<file path="config.mk">
export PLATFORM = sky130hd
export DESIGN_NAME = dma2ch_top
export DESIGN_NICKNAME = d
export VERILOG_FILES = /design/src/rtl/dmx_pkg.sv /design/src/rtl/dmx_stage.sv /design/src/rtl/dmx_chan.sv /design/src/rtl/dmx_engine.sv /design/src/rtl/dma2ch_top.sv
export SDC_FILE = /design/constraint.sdc
export NUM_CORES = 1
export LEC_CHECK = 0
export CORE_MARGIN = 1.5
export CORE_UTILIZATION = 60
export DETAILED_ROUTE_END_ITERATION = 6
export PLACE_DENSITY = 0.87
export SLEW_MARGIN = 20
export SYNTH_ARGS = -nofsm -noshare
export SYNTH_HDL_FRONTEND = slang
export SYNTH_HIERARCHICAL = 1
export SYNTH_SLANG_ARGS = --single-unit
</file>
<file path="constraint.sdc">
create_clock -name clk -period 7.6 [get_ports clk]
set_input_delay 1.14 -clock clk [delete_from_list [all_inputs] [get_ports clk]]
set_output_delay 1.14 -clock clk [all_outputs]
set_load 0.1 [all_outputs]
</file>
<file path="src/rtl/dmx_pkg.sv">
package dmx_pkg;

    localparam int NCH       = 2;
    localparam int CH_W      = (NCH > 1) ? $clog2(NCH) : 1;
    localparam int AW        = 32;
    localparam int DW        = 32;
    localparam int LEN_W     = 16;
    localparam int BUF_BYTES = 32;
    localparam int BUF_WORDS = BUF_BYTES / 4;
    localparam int BEAT_W    = $clog2(BUF_WORDS + 1);
    localparam int IDX_W     = $clog2(BUF_WORDS);
    localparam int CFG_AW    = CH_W + 2;

    // control word bit positions
    localparam int CTL_EN  = 0;
    localparam int CTL_GO  = 1;
    localparam int CTL_CLR = 2;

    typedef enum logic [1:0] {
        RG_SRC = 2'd0,
        RG_DST = 2'd1,
        RG_LEN = 2'd2,
        RG_CTL = 2'd3
    } reg_sel_e;

    typedef enum logic [2:0] {
        S_IDLE,
        S_RD_CMD,
        S_RD_DATA,
        S_WR_CMD,
        S_WR_DATA
    } eng_state_e;

    typedef struct packed {
        logic [AW-1:0]    src;
        logic [AW-1:0]    dst;
        logic [LEN_W-1:0] rem;
        logic             go;
    } chan_view_t;

    typedef struct packed {
        logic [CH_W-1:0]  sel;
        logic             adv_src;
        logic             adv_dst;
        logic             finish;
        logic [LEN_W-1:0] bytes;
    } eng_ctl_t;

    function automatic logic [BEAT_W-1:0] chunk_words(input logic [LEN_W-1:0] rem);
        if (rem >= LEN_W'(BUF_BYTES))
            return BEAT_W'(BUF_WORDS);
        return BEAT_W'(rem >> 2);
    endfunction

endpackage

</file>
<file path="src/rtl/dmx_stage.sv">
module dmx_stage
    import dmx_pkg::*;
#(
    parameter int WIDTH = DW,
    parameter int DEPTH = BUF_WORDS,
    localparam int IW   = $clog2(DEPTH)
) (
    input  logic             clk,
    input  logic             wr_en,
    input  logic [IW-1:0]    wr_idx,
    input  logic [WIDTH-1:0] wr_data,
    input  logic [IW-1:0]    rd_idx,
    output logic [WIDTH-1:0] rd_data
);

    logic [WIDTH-1:0] store [DEPTH];

    always_ff @(posedge clk) begin
        if (wr_en)
            store[wr_idx] <= wr_data;
    end

    assign rd_data = store[rd_idx];

endmodule

</file>
<file path="src/rtl/dmx_chan.sv">
module dmx_chan
    import dmx_pkg::*;
#(
    parameter int CH_ID = 0
) (
    input  logic              clk,
    input  logic              rst,
    input  logic              cfg_we,
    input  logic [CFG_AW-1:0] cfg_addr,
    input  logic [DW-1:0]     cfg_wdata,
    input  logic              req,
    input  eng_ctl_t          ctl,
    output chan_view_t        view,
    output logic              done
);

    logic [AW-1:0]    src_q, dst_q;
    logic [LEN_W-1:0] rem_q;
    logic             en_q, go_q, done_q, req_q;

    logic     hit, mine, ctl_wr, req_edge;
    reg_sel_e rsel;

    assign hit      = cfg_we && (cfg_addr[CFG_AW-1:2] == CH_W'(CH_ID));
    assign rsel     = reg_sel_e'(cfg_addr[1:0]);
    assign ctl_wr   = hit && (rsel == RG_CTL);
    assign mine     = (ctl.sel == CH_W'(CH_ID));
    assign req_edge = req && !req_q;

    always_ff @(posedge clk) begin
        if (rst) begin
            src_q  <= '0;
            dst_q  <= '0;
            rem_q  <= '0;
            en_q   <= 1'b0;
            go_q   <= 1'b0;
            done_q <= 1'b0;
            req_q  <= 1'b0;
        end else begin
            req_q <= req;
            if (hit && !go_q) begin
                unique case (rsel)
                    RG_SRC: src_q <= {cfg_wdata[AW-1:2], 2'b00};
                    RG_DST: dst_q <= {cfg_wdata[AW-1:2], 2'b00};
                    RG_LEN: rem_q <= {cfg_wdata[LEN_W-1:2], 2'b00};
                    RG_CTL: begin
                        en_q <= cfg_wdata[CTL_EN];
                        go_q <= cfg_wdata[CTL_EN] & cfg_wdata[CTL_GO];
                    end
                endcase
            end
            if (ctl_wr && cfg_wdata[CTL_CLR])
                done_q <= 1'b0;
            if (req_edge && en_q && !go_q && !ctl_wr)
                go_q <= 1'b1;
            if (mine && ctl.adv_src)
                src_q <= src_q + AW'(ctl.bytes);
            if (mine && ctl.adv_dst) begin
                dst_q <= dst_q + AW'(ctl.bytes);
                rem_q <= rem_q - ctl.bytes;
            end
            if (mine && ctl.finish) begin
                go_q   <= 1'b0;
                done_q <= 1'b1;
            end
        end
    end

    assign view.src = src_q;
    assign view.dst = dst_q;
    assign view.rem = rem_q;
    assign view.go  = go_q;
    assign done     = done_q;

    // a running channel always has its enable set
    a_r2_go_needs_en: assert property (@(posedge clk) disable iff (rst)
        go_q |-> en_q);

    // done only rises on a completion from the engine
    a_r8_done_on_finish: assert property (@(posedge clk) disable iff (rst)
        $rose(done_q) |-> $past(mine && ctl.finish));

    // the count never steps below zero
    a_r6_no_underflow: assert property (@(posedge clk) disable iff (rst)
        (mine && ctl.adv_dst) |-> (rem_q >= ctl.bytes));

    // while running, the source only moves by engine steps
    a_r9_src_frozen: assert property (@(posedge clk) disable iff (rst)
        (go_q && $past(go_q) && !$past(mine && ctl.adv_src)) |-> $stable(src_q));

endmodule

</file>
<file path="src/rtl/dmx_engine.sv">
module dmx_engine
    import dmx_pkg::*;
(
    input  logic              clk,
    input  logic              rst,
    input  chan_view_t        views [NCH],
    output eng_ctl_t          ctl,
    output logic              cmd_valid,
    input  logic              cmd_ready,
    output logic              cmd_write,
    output logic [AW-1:0]     cmd_addr,
    output logic [BEAT_W-1:0] cmd_beats,
    input  logic              rvalid,
    output logic              wvalid,
    input  logic              wready,
    output logic              buf_we,
    output logic [IDX_W-1:0]  buf_idx
);

    eng_state_e        st_q;
    logic [CH_W-1:0]   sel_q, pick;
    logic [BEAT_W-1:0] beats_q;
    logic [IDX_W-1:0]  cnt_q;
    logic              any, last;
    chan_view_t        cur;
    logic [LEN_W-1:0]  step_bytes;

    // fixed priority: lowest channel index wins
    always_comb begin
        any  = 1'b0;
        pick = '0;
        for (int i = NCH - 1; i >= 0; i--) begin
            if (views[i].go) begin
                any  = 1'b1;
                pick = CH_W'(i);
            end
        end
    end

    assign cur        = views[sel_q];
    assign step_bytes = LEN_W'({beats_q, 2'b00});
    assign last       = ({1'b0, cnt_q} == (beats_q - BEAT_W'(1)));

    assign cmd_valid = (st_q == S_RD_CMD) || (st_q == S_WR_CMD);
    assign cmd_write = (st_q == S_WR_CMD);
    assign cmd_addr  = (st_q == S_WR_CMD) ? cur.dst : cur.src;
    assign cmd_beats = beats_q;
    assign wvalid    = (st_q == S_WR_DATA);
    assign buf_we    = (st_q == S_RD_DATA) && rvalid;
    assign buf_idx   = cnt_q;

    always_comb begin
        ctl         = '0;
        ctl.sel     = (st_q == S_IDLE) ? pick : sel_q;
        ctl.bytes   = step_bytes;
        ctl.adv_src = (st_q == S_RD_DATA) && rvalid && last;
        ctl.adv_dst = (st_q == S_WR_DATA) && wready && last;
        if (st_q == S_IDLE)
            ctl.finish = any && (views[pick].rem == '0);
        else
            ctl.finish = ctl.adv_dst && (cur.rem == step_bytes);
    end

    always_ff @(posedge clk) begin
        if (rst) begin
            st_q    <= S_IDLE;
            sel_q   <= '0;
            beats_q <= '0;
            cnt_q   <= '0;
        end else begin
            unique case (st_q)
                S_IDLE: begin
                    if (any) begin
                        sel_q <= pick;
                        if (views[pick].rem != '0) begin
                            beats_q <= chunk_words(views[pick].rem);
                            st_q    <= S_RD_CMD;
                        end
                    end
                end
                S_RD_CMD: begin
                    cnt_q <= '0;
                    if (cmd_ready)
                        st_q <= S_RD_DATA;
                end
                S_RD_DATA: begin
                    if (rvalid) begin
                        cnt_q <= cnt_q + IDX_W'(1);
                        if (last)
                            st_q <= S_WR_CMD;
                    end
                end
                S_WR_CMD: begin
                    cnt_q <= '0;
                    if (cmd_ready)
                        st_q <= S_WR_DATA;
                end
                S_WR_DATA: begin
                    if (wready) begin
                        cnt_q <= cnt_q + IDX_W'(1);
                        if (last)
                            st_q <= S_IDLE;
                    end
                end
                default: st_q <= S_IDLE;
            endcase
        end
    end

    // command fields hold while waiting for acceptance
    a_r10_cmd_hold: assert property (@(posedge clk) disable iff (rst)
        (cmd_valid && !cmd_ready) |=> (cmd_valid && $stable(cmd_addr)
                                       && $stable(cmd_write) && $stable(cmd_beats)));

    // every burst is between one word and a full buffer
    a_r5_beats_range: assert property (@(posedge clk) disable iff (rst)
        cmd_valid |-> (cmd_beats != '0) && (cmd_beats <= BEAT_W'(BUF_WORDS)));

    // command addresses are word aligned
    a_r1_aligned: assert property (@(posedge clk) disable iff (rst)
        cmd_valid |-> (cmd_addr[1:0] == 2'b00));

    // the owning channel does not change inside a fill/drain pair
    a_r7_owner_hold: assert property (@(posedge clk) disable iff (rst)
        (st_q != S_IDLE) |=> $stable(sel_q));

    // a write burst only follows a complete fill
    a_r4_fill_before_drain: assert property (@(posedge clk) disable iff (rst)
        $rose(st_q == S_WR_CMD) |-> $past(ctl.adv_src));

endmodule

</file>
<file path="src/rtl/dma2ch_top.sv">
module dma2ch_top
    import dmx_pkg::*;
(
    input  logic              clk,
    input  logic              rst,
    input  logic              cfg_we,
    input  logic [CFG_AW-1:0] cfg_addr,
    input  logic [DW-1:0]     cfg_wdata,
    input  logic [NCH-1:0]    req_i,
    output logic [NCH-1:0]    done_o,
    output logic              mem_cmd_valid,
    input  logic              mem_cmd_ready,
    output logic              mem_cmd_write,
    output logic [AW-1:0]     mem_cmd_addr,
    output logic [BEAT_W-1:0] mem_cmd_beats,
    input  logic              mem_rvalid,
    input  logic [DW-1:0]     mem_rdata,
    output logic              mem_wvalid,
    input  logic              mem_wready,
    output logic [DW-1:0]     mem_wdata
);

    chan_view_t       views [NCH];
    eng_ctl_t         ctl;
    logic             buf_we;
    logic [IDX_W-1:0] buf_idx;

    for (genvar g = 0; g < NCH; g++) begin : g_ch
        dmx_chan #(.CH_ID(g)) u_chan (
            .clk       (clk),
            .rst       (rst),
            .cfg_we    (cfg_we),
            .cfg_addr  (cfg_addr),
            .cfg_wdata (cfg_wdata),
            .req       (req_i[g]),
            .ctl       (ctl),
            .view      (views[g]),
            .done      (done_o[g])
        );
    end

    dmx_engine u_eng (
        .clk       (clk),
        .rst       (rst),
        .views     (views),
        .ctl       (ctl),
        .cmd_valid (mem_cmd_valid),
        .cmd_ready (mem_cmd_ready),
        .cmd_write (mem_cmd_write),
        .cmd_addr  (mem_cmd_addr),
        .cmd_beats (mem_cmd_beats),
        .rvalid    (mem_rvalid),
        .wvalid    (mem_wvalid),
        .wready    (mem_wready),
        .buf_we    (buf_we),
        .buf_idx   (buf_idx)
    );

    dmx_stage #(.WIDTH(DW), .DEPTH(BUF_WORDS)) u_stage (
        .clk     (clk),
        .wr_en   (buf_we),
        .wr_idx  (buf_idx),
        .wr_data (mem_rdata),
        .rd_idx  (buf_idx),
        .rd_data (mem_wdata)
    );

endmodule

</file>
# [Word level (Yosys, flattened, before mapping)]
# Memory sizes are Yosys's and may differ from the RTL's. A register that Yosys moved wholly into a read port is not among the register bits.
# Cells that the tools add are included.
[word_totals] reg_bits=179 ram_bits=256 in_bits=75 output_inout_bits=73 word_cells=184 mem_count=1
[classes] add_sub_neg=8 magnitude_cmp=3 n_eq_ne=17 mux=59 n_bitwise=5 reduce_logical=73
[memory_table] name="u_stage.store" depth=8 word_bits=32 rd=1 rd_ports_with_merged_regs=1 wr=1 line="dmx_stage.sv:16" source="logic [WIDTH-1:0] store [DEPTH];"
[ops] op="$mux 32" count=11
[ops] op="$mux 81" count=3
[ops] op="$add 32x6->32" count=4
[ops] op="$mux 16" count=5
[ops] op="$mux 17" count=3
[ops] op="$mux 3" count=12
[ops] op="$reduce_bool 2->1" count=16
[ops] op="$sub 16x6->16" count=2
[ops] op="$logic_and 1x1->1" count=28
[ops] op="$reduce_and 2->1" count=11
[ops] op="$mux 1" count=21
[ops] op="$eq 16x6->1" count=1
[ops] op="$ge 16x6->1 const B" count=1
[ops] op="$logic_not 16->1" count=1
[ops] op="$reduce_bool 16->1" count=1
[ops] op="$pmux 3 s5" count=1
[ops] op="$pmux 3 s3" count=1
[ops] op="$mux 4" count=2
[ops] op="$ne 2x1->1 const B" count=4
[ops] op="$ne 2x2->1 const B" count=4
[ops] op="$reduce_and 8->1" count=1
[ops] op="$eq 3x2->1 const B" count=2
[ops] op="$logic_not 1->1" count=6
[ops] op="$reduce_and 3->1" count=2
[ops] op="other kinds (16)" count=22

# [Logic depth before layout (Yosys ltp)]
# Gate-level depths: netlist of run 1.
[depth] word_depth=13 depth_mapped=14 ltp_nobuf=12

# [Hierarchy]
# The synthesis of run 1 kept the hierarchy.
[modules_own_cells] mod="dmx_stage" instances=1 cells_per_inst=383 area_per_inst_um2=9825.7 seq_area_each_um2=7687.4
[modules_own_cells] mod="dmx_chan at g_ch[1].u_chan" instances=1 cells_per_inst=840 area_per_inst_um2=6376.1 seq_area_each_um2=1681.6
[modules_own_cells] mod="dmx_chan at g_ch[0].u_chan" instances=1 cells_per_inst=774 area_per_inst_um2=6114.6 seq_area_each_um2=1681.6
[modules_own_cells] mod="dmx_engine" instances=1 cells_per_inst=182 area_per_inst_um2=1815.5 seq_area_each_um2=220.2

# [Worst setup path after synthesis of run 1]
# No wires, ideal clock.
[synth_timing] path_kind="input -> register" start="in mem_rvalid" end="mem u_stage/store[0][0] in the netlist's numbering (enable)" setup_time_ns=0.461 arrival_ns=3.756 required_time_ns=7.139 path_slack_ns=3.383 cell_stages=4 n_path_buf=0 cell_sequence="nand2_1 nor3_1 nand2b_1 nor3_1"
[synth_between] elab_chain_len=3
[synth_rtl] item="start: declaration" line="dma2ch_top.sv:16" source="input logic mem_rvalid,"
[synth_rtl] item="$logic_and 1x1->1" line="dmx_engine.sv:49" source="assign buf_we = (st_q == S_RD_DATA) && rvalid;"
[synth_rtl] item="net buf_we" line="dma2ch_top.sv:25" source="logic buf_we;"
[synth_rtl] item="$mux 1" line="dmx_stage.sv:19" source="if (wr_en)"
[synth_rtl] item="$mux 1 (implied by the code)" line="dmx_stage.sv:20" source="store[wr_idx] <= wr_data;"
[synth_rtl] item="end: declaration" line="dmx_stage.sv:16"
# The timed path passes the listed nets, and every way through them passes these cells.

==> out/results.tsv, run 1 <==
stage	metric	value	unit
drt	Top Layer Used	met4	
clock_tree	Clock transition at path regs	60	ps
clock_tree	H-tree depth	2	
layout	area delta synth->final	14.2	%
yosys	Synth Warn #	6	
yosys	largest family of logic cells by synthesized area	compound AO/OA/AOI/OAI gates	
yosys	Main synth FF type	edfxtp_1	
global_route	first-pass GRT wire length	107000	um
clock_tree	Resize count post-CTS	0	
min_path	Hold Path Class	reg -> reg	
floorplanning	core area	39700	um2
drt	WL final	68800	um
power_and_ir_drop	VDD IR-drop max	0.159	mV
status	status	finished clean	
layout	ratio of cells with drive above 1 in the final layout	11.1	%
worst_setup_path	Startpoint Class	flip-flop	
floorplanning	Die Y	204	um
drt	routed length on met2	33600	um
worst_setup_path	worst-case reg-to-reg path depth	12	
drt	remaining antenna violation count	0	
floorplanning	Die X	204	um
drt	vias per cell	6.75	
sta	final setup fails	0	
drt	Via Count	19300	
place	I/O Buffers	147	
yosys	Async SR Flop Fraction	0	%
yosys	post-synthesis xor/xnor area fraction	2.76	%
clock_tree	total CTS buffers	46	
worst_setup_path	CP max FO	54	
yosys	post-synthesis sequential area ratio	46.7	%
global_route	vias in the first global route	19000	
sta	clock skew	24.0	ps
clock_tree	Clock Tree Root	clkbuf_16	
sta	fin worst setup slack	2510	ps
worst_setup_path	required time worst endpoint	6460	ps
worst_setup_path	Top delay family on crit path	buffers and inverters	
global_route	largest net degree at the start of global routing	69	
place	detailed placer's ending HPWL	45900	um
worst_setup_path	Worst EP arrival	3950	ps
sta	Final Hold Fails	0	
clock_tree	CTS tree	built	
power_and_ir_drop	pwr/cell area	192	nW/um2
yosys	post-synthesis adder-cell area fraction	5.48	%
sta	Worst-Margin Slew	1130	ps
clock_tree	Setup Buffers After CTS	0	
clock_tree	Post-CTS Hold Buffers	0	
power_and_ir_drop	Pwr Total	5.30	mW
drt	First DRT Iteration DRCs	2201	
place	pre-CTS WS	3090	ps
layout	Finished Cell Area	27600	um2
clock_tree	clk sinks	435	
floorplanning	Ports	148	
sta	setup TNS	0	ps
min_path	hold path start	g_ch[1].u_chan/src_q[0]	
yosys	post-synthesis mux area share	13.5	%
yosys	Post-synth EDFFs	256	
global_route	initial antenna violation count	0	
sta	max-slew violations	0	
min_path	Hold Path Sink	g_ch[1].u_chan/src_q[0]	
place	placed cell area	26000	um2
power_and_ir_drop	P_leak	9.61	nW
yosys	Mapped Cells	2179	
flow_run	maximum capacitance violations	0	
place	final RePlAce weighted congestion	0.965	
worst_setup_path	crit-path cells	buf_4 > mux4_1 > mux2_2 > clkdlybuf4s50_1	
worst_setup_path	Buf/Inv on CP	2	
sta	Final Critical Period	5090	ps
place	Placed Cells	2772	
layout	Total Nets Final	2472	
yosys	Mapped Area	24100	um2
clock_tree	Skew-Pair Late Insertion Delay	600	ps
worst_setup_path	RR Endpoint	g_ch[0].u_chan/dst_q[17]	
layout	fin util	69.4	%
drt	met3 WL	6620	um
layout	# diodes	0	
floorplanning	Die ar.	41400	um2
sta	Worst slew margin	24.2	%
worst_setup_path	Setup Crit Path Kind	reg -> out	
worst_setup_path	CP max-delay cell	clkdlybuf4s50_1	
global_route	GRT overflow	0	
min_path	Min-Delay Path Depth	2	
sta	Final period util	66.9	%
drt	# DRC	0	
sta	smallest hold slack	500	ps
yosys	count of cell types in the netlist	99	
floorplanning	Initial Utilization	60.7	%
global_route	Overall Global Routing Usage	33.2	%
clock_tree	Clock Path Buffers	3	
yosys	Post-Synth Simple-Gate Area	13.2	%
floorplanning	num rows	73	
worst_setup_path	worst stage delay on the critical path	1020	ps
yosys	Seq cells post-synth	435	
worst_setup_path	worst r2r src	u_eng/cmd_beats[0]	
worst_setup_path	R2R setup slack	3100	ps
sta	Highest Clock Rate	197	MHz
yosys	Synth Area in Compound Gates	14.8	%
drt	DRT met1 WL	26400	um
sta	unrepaired setup endpoints after global routing	false	
yosys	post-synthesis area per instance	11.1	um2
worst_setup_path	element type at the critical path end	output pin	
drt	wire length per cell	24.1	um
layout	non-filler cells, final	2858	
drt	First-pass DRT Iterations	6	
==> routing by layer <==
layer / vias up / GRT usage, %
li1: 8555 / -
met1: 9410 / 42.8
met2: 1143 / 57.0
met3: 188 / 5.53
met4: 0 / 11.3
met5: - / 0
==> kinds of logic after synthesis <==
kind of cell               count (synthesis)
other                                      1
buffers and inverters                    188
muxes                                    186
adders and majority gates                102
and+or+nand+nor                          667
xor gates and xnor gates                  76
AOI/OAI and AO/OA                        524
DFF                                      435
==> layout make-up <==
| class | count | area [um2] |
|---|---|---|
| sequential | 435 | 11300 |
| clock buffer | 58 | 1250 |
| clock inverter | 28 | 295 |
| multi-input combinational | 1567 | 12100 |
| tap | 525 | 657 |
| inverter | 69 | 259 |
| timing repair buffer | 176 | 1710 |
| fill | 2755 | 12200 |
==> worst max path at each step <==
| stage | from | end | slack (ps) | cells after the start |
|---|---|---|---|---|
| finish | u_eng/buf_idx[0] | mem_wdata[2] | 2510 | 4 |
| detailed placement | u_eng/buf_idx[0] | mem_wdata[14] | 3090 | 4 |
| floorplan | mem_rvalid | u_stage/store[0][0] | 3380 | 4 |
| global route | u_eng/buf_idx[0] | mem_wdata[2] | 2380 | 4 |
| global placement | u_eng/buf_idx[0] | mem_wdata[2] | 3230 | 4 |
| CTS | u_eng/buf_idx[0] | mem_wdata[24] | 2460 | 4 |
==> sequential cells by signal (all words and copies together) (netlist names), 2 cells and up <==
name / count
u_stage/store: 256
g_ch.u_chan/dst_q: 64
g_ch.u_chan/src_q: 64
g_ch.u_chan/rem_q: 32
u_eng/cmd_beats: 4
u_eng/buf_idx: 3
u_eng/st_q: 3
g_ch.u_chan/done: 2
g_ch.u_chan/en_q: 2
g_ch.u_chan/go_q: 2
g_ch.u_chan/req_q: 2
==> cell usage in the layout, fill, tap and decap left out, types with 17 or more instances in the layout <==
cell type        synthesis  routed
o211ai_1                20      20
xor2_1                  30      30
a31oi_1                 37      37
inv_1                   69      69
mux4_2                  56      56
o21ai_0                 70      70
nor3_1                  52      50
a21o_1                  29      29
and3_1                  28      28
ha_1                    96      96
nor2b_1                 20      20
nor4_1                  18      17
nor2_1                 166     160
mux4_1                  40      40
xnor2_1                 46      46
mux2i_1                 48      48
mux2_2                  42      42
dfxtp_1                179     175
o21a_1                  21      21
a211oi_1                61      61
a21oi_1                146     146
nand2b_1                33      32
buf_4                   18      29
clkdlybuf4s50_1          0     146
nand2_1                221     220
edfxtp_1               256     256
or3_1                   19      19
nand3_1                 46      46
a311oi_1                33      33
clkbuf_16                0      46
==> worst reg2reg max path: cells and delay by family (launching register included) <==
family | cells | cell delay [ps]
adder cells (fa/ha/maj) | 1 | 240
buffers and inverters | 1 | 110
multiplexers | 1 | 260
AND/OR/NAND/NOR | 6 | 2380
flip-flops | 1 | 810
AO/OA/AOI/OAI | 2 | 470
XOR/XNOR | 1 | 150
==> report_power, final <==
group	internal (mW)	total, mW	switching, mW
clock	1.31	2.30	0.993
combinational	0.171	0.459	0.288
sequential	2.51	2.54	0.0262
total	3.99	5.30	1.31
==> synth_stat cells, drive strengths merged, types with 20 or more instances <==
| master | number | area (um2) |
|---|---|---|
| edfxtp | 256 | 7690 |
| nand2 | 222 | 836 |
| dfxtp | 179 | 3580 |
| nor2 | 166 | 623 |
| a21oi | 149 | 764 |
| ha | 96 | 1200 |
| mux4 | 96 | 2310 |
| o21ai | 73 | 369 |
| clkbuf | 70 | 263 |
| inv | 69 | 259 |
| a211oi | 63 | 483 |
| nor3 | 55 | 290 |
| buf | 49 | 328 |
| mux2i | 48 | 480 |
| nand3 | 47 | 240 |
| xnor2 | 46 | 403 |
| mux2 | 42 | 473 |
| a31oi | 38 | 244 |
| a311oi | 33 | 289 |
| nand2b | 33 | 206 |
| a21o | 30 | 226 |
| xor2 | 30 | 263 |
| and3 | 28 | 175 |
| o211ai | 24 | 200 |
| o21a | 21 | 158 |
| or3 | 21 | 138 |
| nor2b | 20 | 125 |
(Power assumes the default switching activity.)
==> run 2: changes to the inputs <==
--- a/config.mk
+++ b/config.mk
@@ -6,9 +6,9 @@
 export NUM_CORES = 1
 export LEC_CHECK = 0
 export CORE_MARGIN = 1.5
-export CORE_UTILIZATION = 60
+export CORE_UTILIZATION = 55
 export DETAILED_ROUTE_END_ITERATION = 6
-export PLACE_DENSITY = 0.87
+export PLACE_DENSITY = 0.85
 export SLEW_MARGIN = 20
 export SYNTH_ARGS = -nofsm -noshare
 export SYNTH_HDL_FRONTEND = slang
==> constraint.sdc (replaced) <==
create_clock -name clk -period 4.2 [get_ports clk]
set_input_delay 0.63 -clock clk [delete_from_list [all_inputs] [get_ports clk]]
set_output_delay 0.63 -clock clk [all_outputs]
set_load 0.1 [all_outputs]
==> out/results.tsv, run 2 (synthesis results as in run 1) <==
stage	metric	value	unit	change
sta	Worst slew margin	23.9	%	was 24.2%
floorplanning	core area	43200	um2	was 39,700 um2
clock_tree	H-tree depth	2		unchanged
worst_setup_path	worst-case reg-to-reg path depth	12		unchanged
clock_tree	Clock Path Buffers	3		unchanged
global_route	largest net degree at the start of global routing	89		was 69
place	I/O Buffers	147		unchanged
floorplanning	Die ar.	45100	um2	was 41,400 um2
layout	ratio of cells with drive above 1 in the final layout	13.8	%	was 11.1%
floorplanning	Die X	212	um	was 204 um
layout	Total Nets Final	2481		was 2,472
worst_setup_path	required time worst endpoint	3570	ps	was 6460 ps
global_route	initial antenna violation count	2		was 0
clock_tree	total CTS buffers	45		was 46
clock_tree	CTS tree	built		unchanged
place	Placed Cells	2842		was 2,772
layout	Finished Cell Area	27600	um2	about the same
worst_setup_path	Startpoint Class	flip-flop		unchanged
clock_tree	Clock Tree Root	clkbuf_16		unchanged
sta	Worst-Margin Slew	1140	ps	was 1130 ps
clock_tree	Skew-Pair Late Insertion Delay	620	ps	was 600 ps
worst_setup_path	worst r2r src	u_eng/cmd_beats[0]		unchanged
layout	fill cell count	3206		was 2,755
global_route	Overall Global Routing Usage	30.3	%	was 33.2%
place	final RePlAce weighted congestion	0.937		was 0.965
place	detailed placer's ending HPWL	45900	um	about the same
status	status	finished clean		unchanged
layout	Biggest register	u_stage/store		unchanged
layout	non-filler cells, final	2925		was 2,858
min_path	Hold Path Sink	g_ch[1].u_chan/dst_q[0]		was g_ch[1].u_chan/src_q[0]
drt	First DRT Iteration DRCs	1844		was 2,201
power_and_ir_drop	P_leak	9.77	nW	was 9.61 nW
sta	Highest Clock Rate	245	MHz	
global_route	vias in the first global route	18300		was 19,000
clock_tree	clk sinks	435		unchanged
worst_setup_path	element type at the critical path end	output pin		unchanged
worst_setup_path	Worst EP arrival	3450	ps	was 3950 ps
sta	Final Hold Fails	0		unchanged
floorplanning	Die Y	212	um	was 204 um
worst_setup_path	CP max FO	41		was 54
drt	WL final	68700	um	was 68,800 um
sta	smallest hold slack	498	ps	was 500 ps
drt	vias per cell	6.56		was 6.75
drt	Via Count	19200		was 19,300
floorplanning	Initial Utilization	55.9	%	was 60.7%
layout	area delta synth->final	14.5	%	was 14.2%
power_and_ir_drop	VDD IR-drop max	0.307	mV	was 0.159 mV
sta	clock skew	42.1	ps	was 24.0 ps
layout	commonest cells after routing, fill and taps aside	edfxtp_1 (256), nand2_1 (220), dfxtp_1 (175)		unchanged
layout	register area	11300	um2	unchanged
floorplanning	Ports	148		unchanged
sta	Final Critical Period	4080	ps	
worst_setup_path	R2R setup slack	520	ps	was 3100 ps
layout	max FFs per register	256		unchanged
worst_setup_path	RR Endpoint	g_ch[0].u_chan/dst_q[26]		was g_ch[0].u_chan/dst_q[17]
drt	# DRC	0		unchanged
layout	fin util	64.0	%	was 69.4%
clock_tree	Setup Buffers After CTS	0		unchanged
global_route	GRT overflow	0		unchanged
flow_run	maximum capacitance violations	0		unchanged
sta	final setup fails	0		unchanged
sta	fin worst setup slack	116	ps	was 2510 ps
sta	Final period util	97.2	%	
clock_tree	Clock transition at path regs	60	ps	about the same
min_path	hold path start	g_ch[1].u_chan/dst_q[0]		was g_ch[1].u_chan/src_q[0]
drt	First-pass DRT Iterations	5		was 6
min_path	Min-Delay Path Depth	2		unchanged
drt	remaining antenna violation count	0		unchanged
sta	unrepaired setup endpoints after global routing	false		unchanged
place	pre-CTS WS	643	ps	was 3090 ps
floorplanning	num rows	76		was 73
sta	setup TNS	0	ps	unchanged
place	placed cell area	26000	um2	about the same
layout	largest registers	u_stage/store x256, g_ch.u_chan/dst_q x64, g_ch.u_chan/src_q x64		unchanged
power_and_ir_drop	pwr/cell area	352	nW/um2	was 192 nW/um2
min_path	Hold Path Class	reg -> reg		unchanged
worst_setup_path	Setup Crit Path Kind	reg -> out		unchanged
layout	commonest non-fill, non-tap cell in the layout	edfxtp_1		unchanged
layout	multi-input logic area	12100	um2	unchanged
global_route	first-pass GRT wire length	105000	um	was 107,000 um
drt	wire length per cell	23.5	um	was 24.1 um
sta	max-slew violations	0		unchanged
power_and_ir_drop	Pwr Total	9.72	mW	was 5.30 mW
-- run 2: cell types whose count changed in the layout (fill, tap and decap cells not counted), sizes merged --
cell	delta
dlymetal6s2s	+1
clkbuf	-5
clkinvlp	-3
diode	+2
clkdlybuf4s50	-54
bufinv	+3
buf	+63
-- run 2: area by class of cell --
class	count	area share, %
timing repair buffer	186	5.95
tap	585	2.65
inverter	69	0.937
sequential	435	40.8
clock buffer	53	4.29
antenna	2	0.0181
clock inverter	28	1.43
multi-input combinational	1567	43.9
-- run 2: power breakdown --
part           internal, mW  switching [mW]
Combinational         0.306           0.520
Clock                  2.48            1.82
Sequential             4.54          0.0505
Total                  7.33            2.39
-- run 2: worst max-delay path by stage --
stage | start | to | cells past startpoint
6_report | u_eng/buf_idx[0] | mem_wdata[24] | 3
5_1_grt | u_eng/buf_idx[0] | mem_wdata[24] | 3
4_1_cts | u_eng/buf_idx[0] | mem_wdata[18] | 3
3_5_place_dp | u_eng/cmd_beats[0] | g_ch[0].u_chan/dst_q[26] | 12
3_3_place_gp | u_eng/cmd_beats[0] | g_ch[0].u_chan/dst_q[27] | 12
2_1_floorplan | u_eng/cmd_beats[0] | g_ch[0].u_chan/dst_q[26] | 14
-- run 2: worst max-delay path, stage by stage, from the launching register on --
cell and delay, ps:
dfxtp_4 820, mux4_1 710, mux2_2 310, clkdlybuf4s50_1 970
-- run 2: metal layers --
layer	track usage (%)	share of wire, %	vias up
met5	0	0.012	-
met3	6.09	10	148
met4	9.71	2.8	2
met1	39.8	39	9336
met2	50.5	48	1100
li1	-	-	8593
-- run 2: repair_timing --
action / in CTS / in global routing
hold buffers: 0 / 0
gates resized for setup: 0 / 1
setup endpoints to repair: 0 / 1
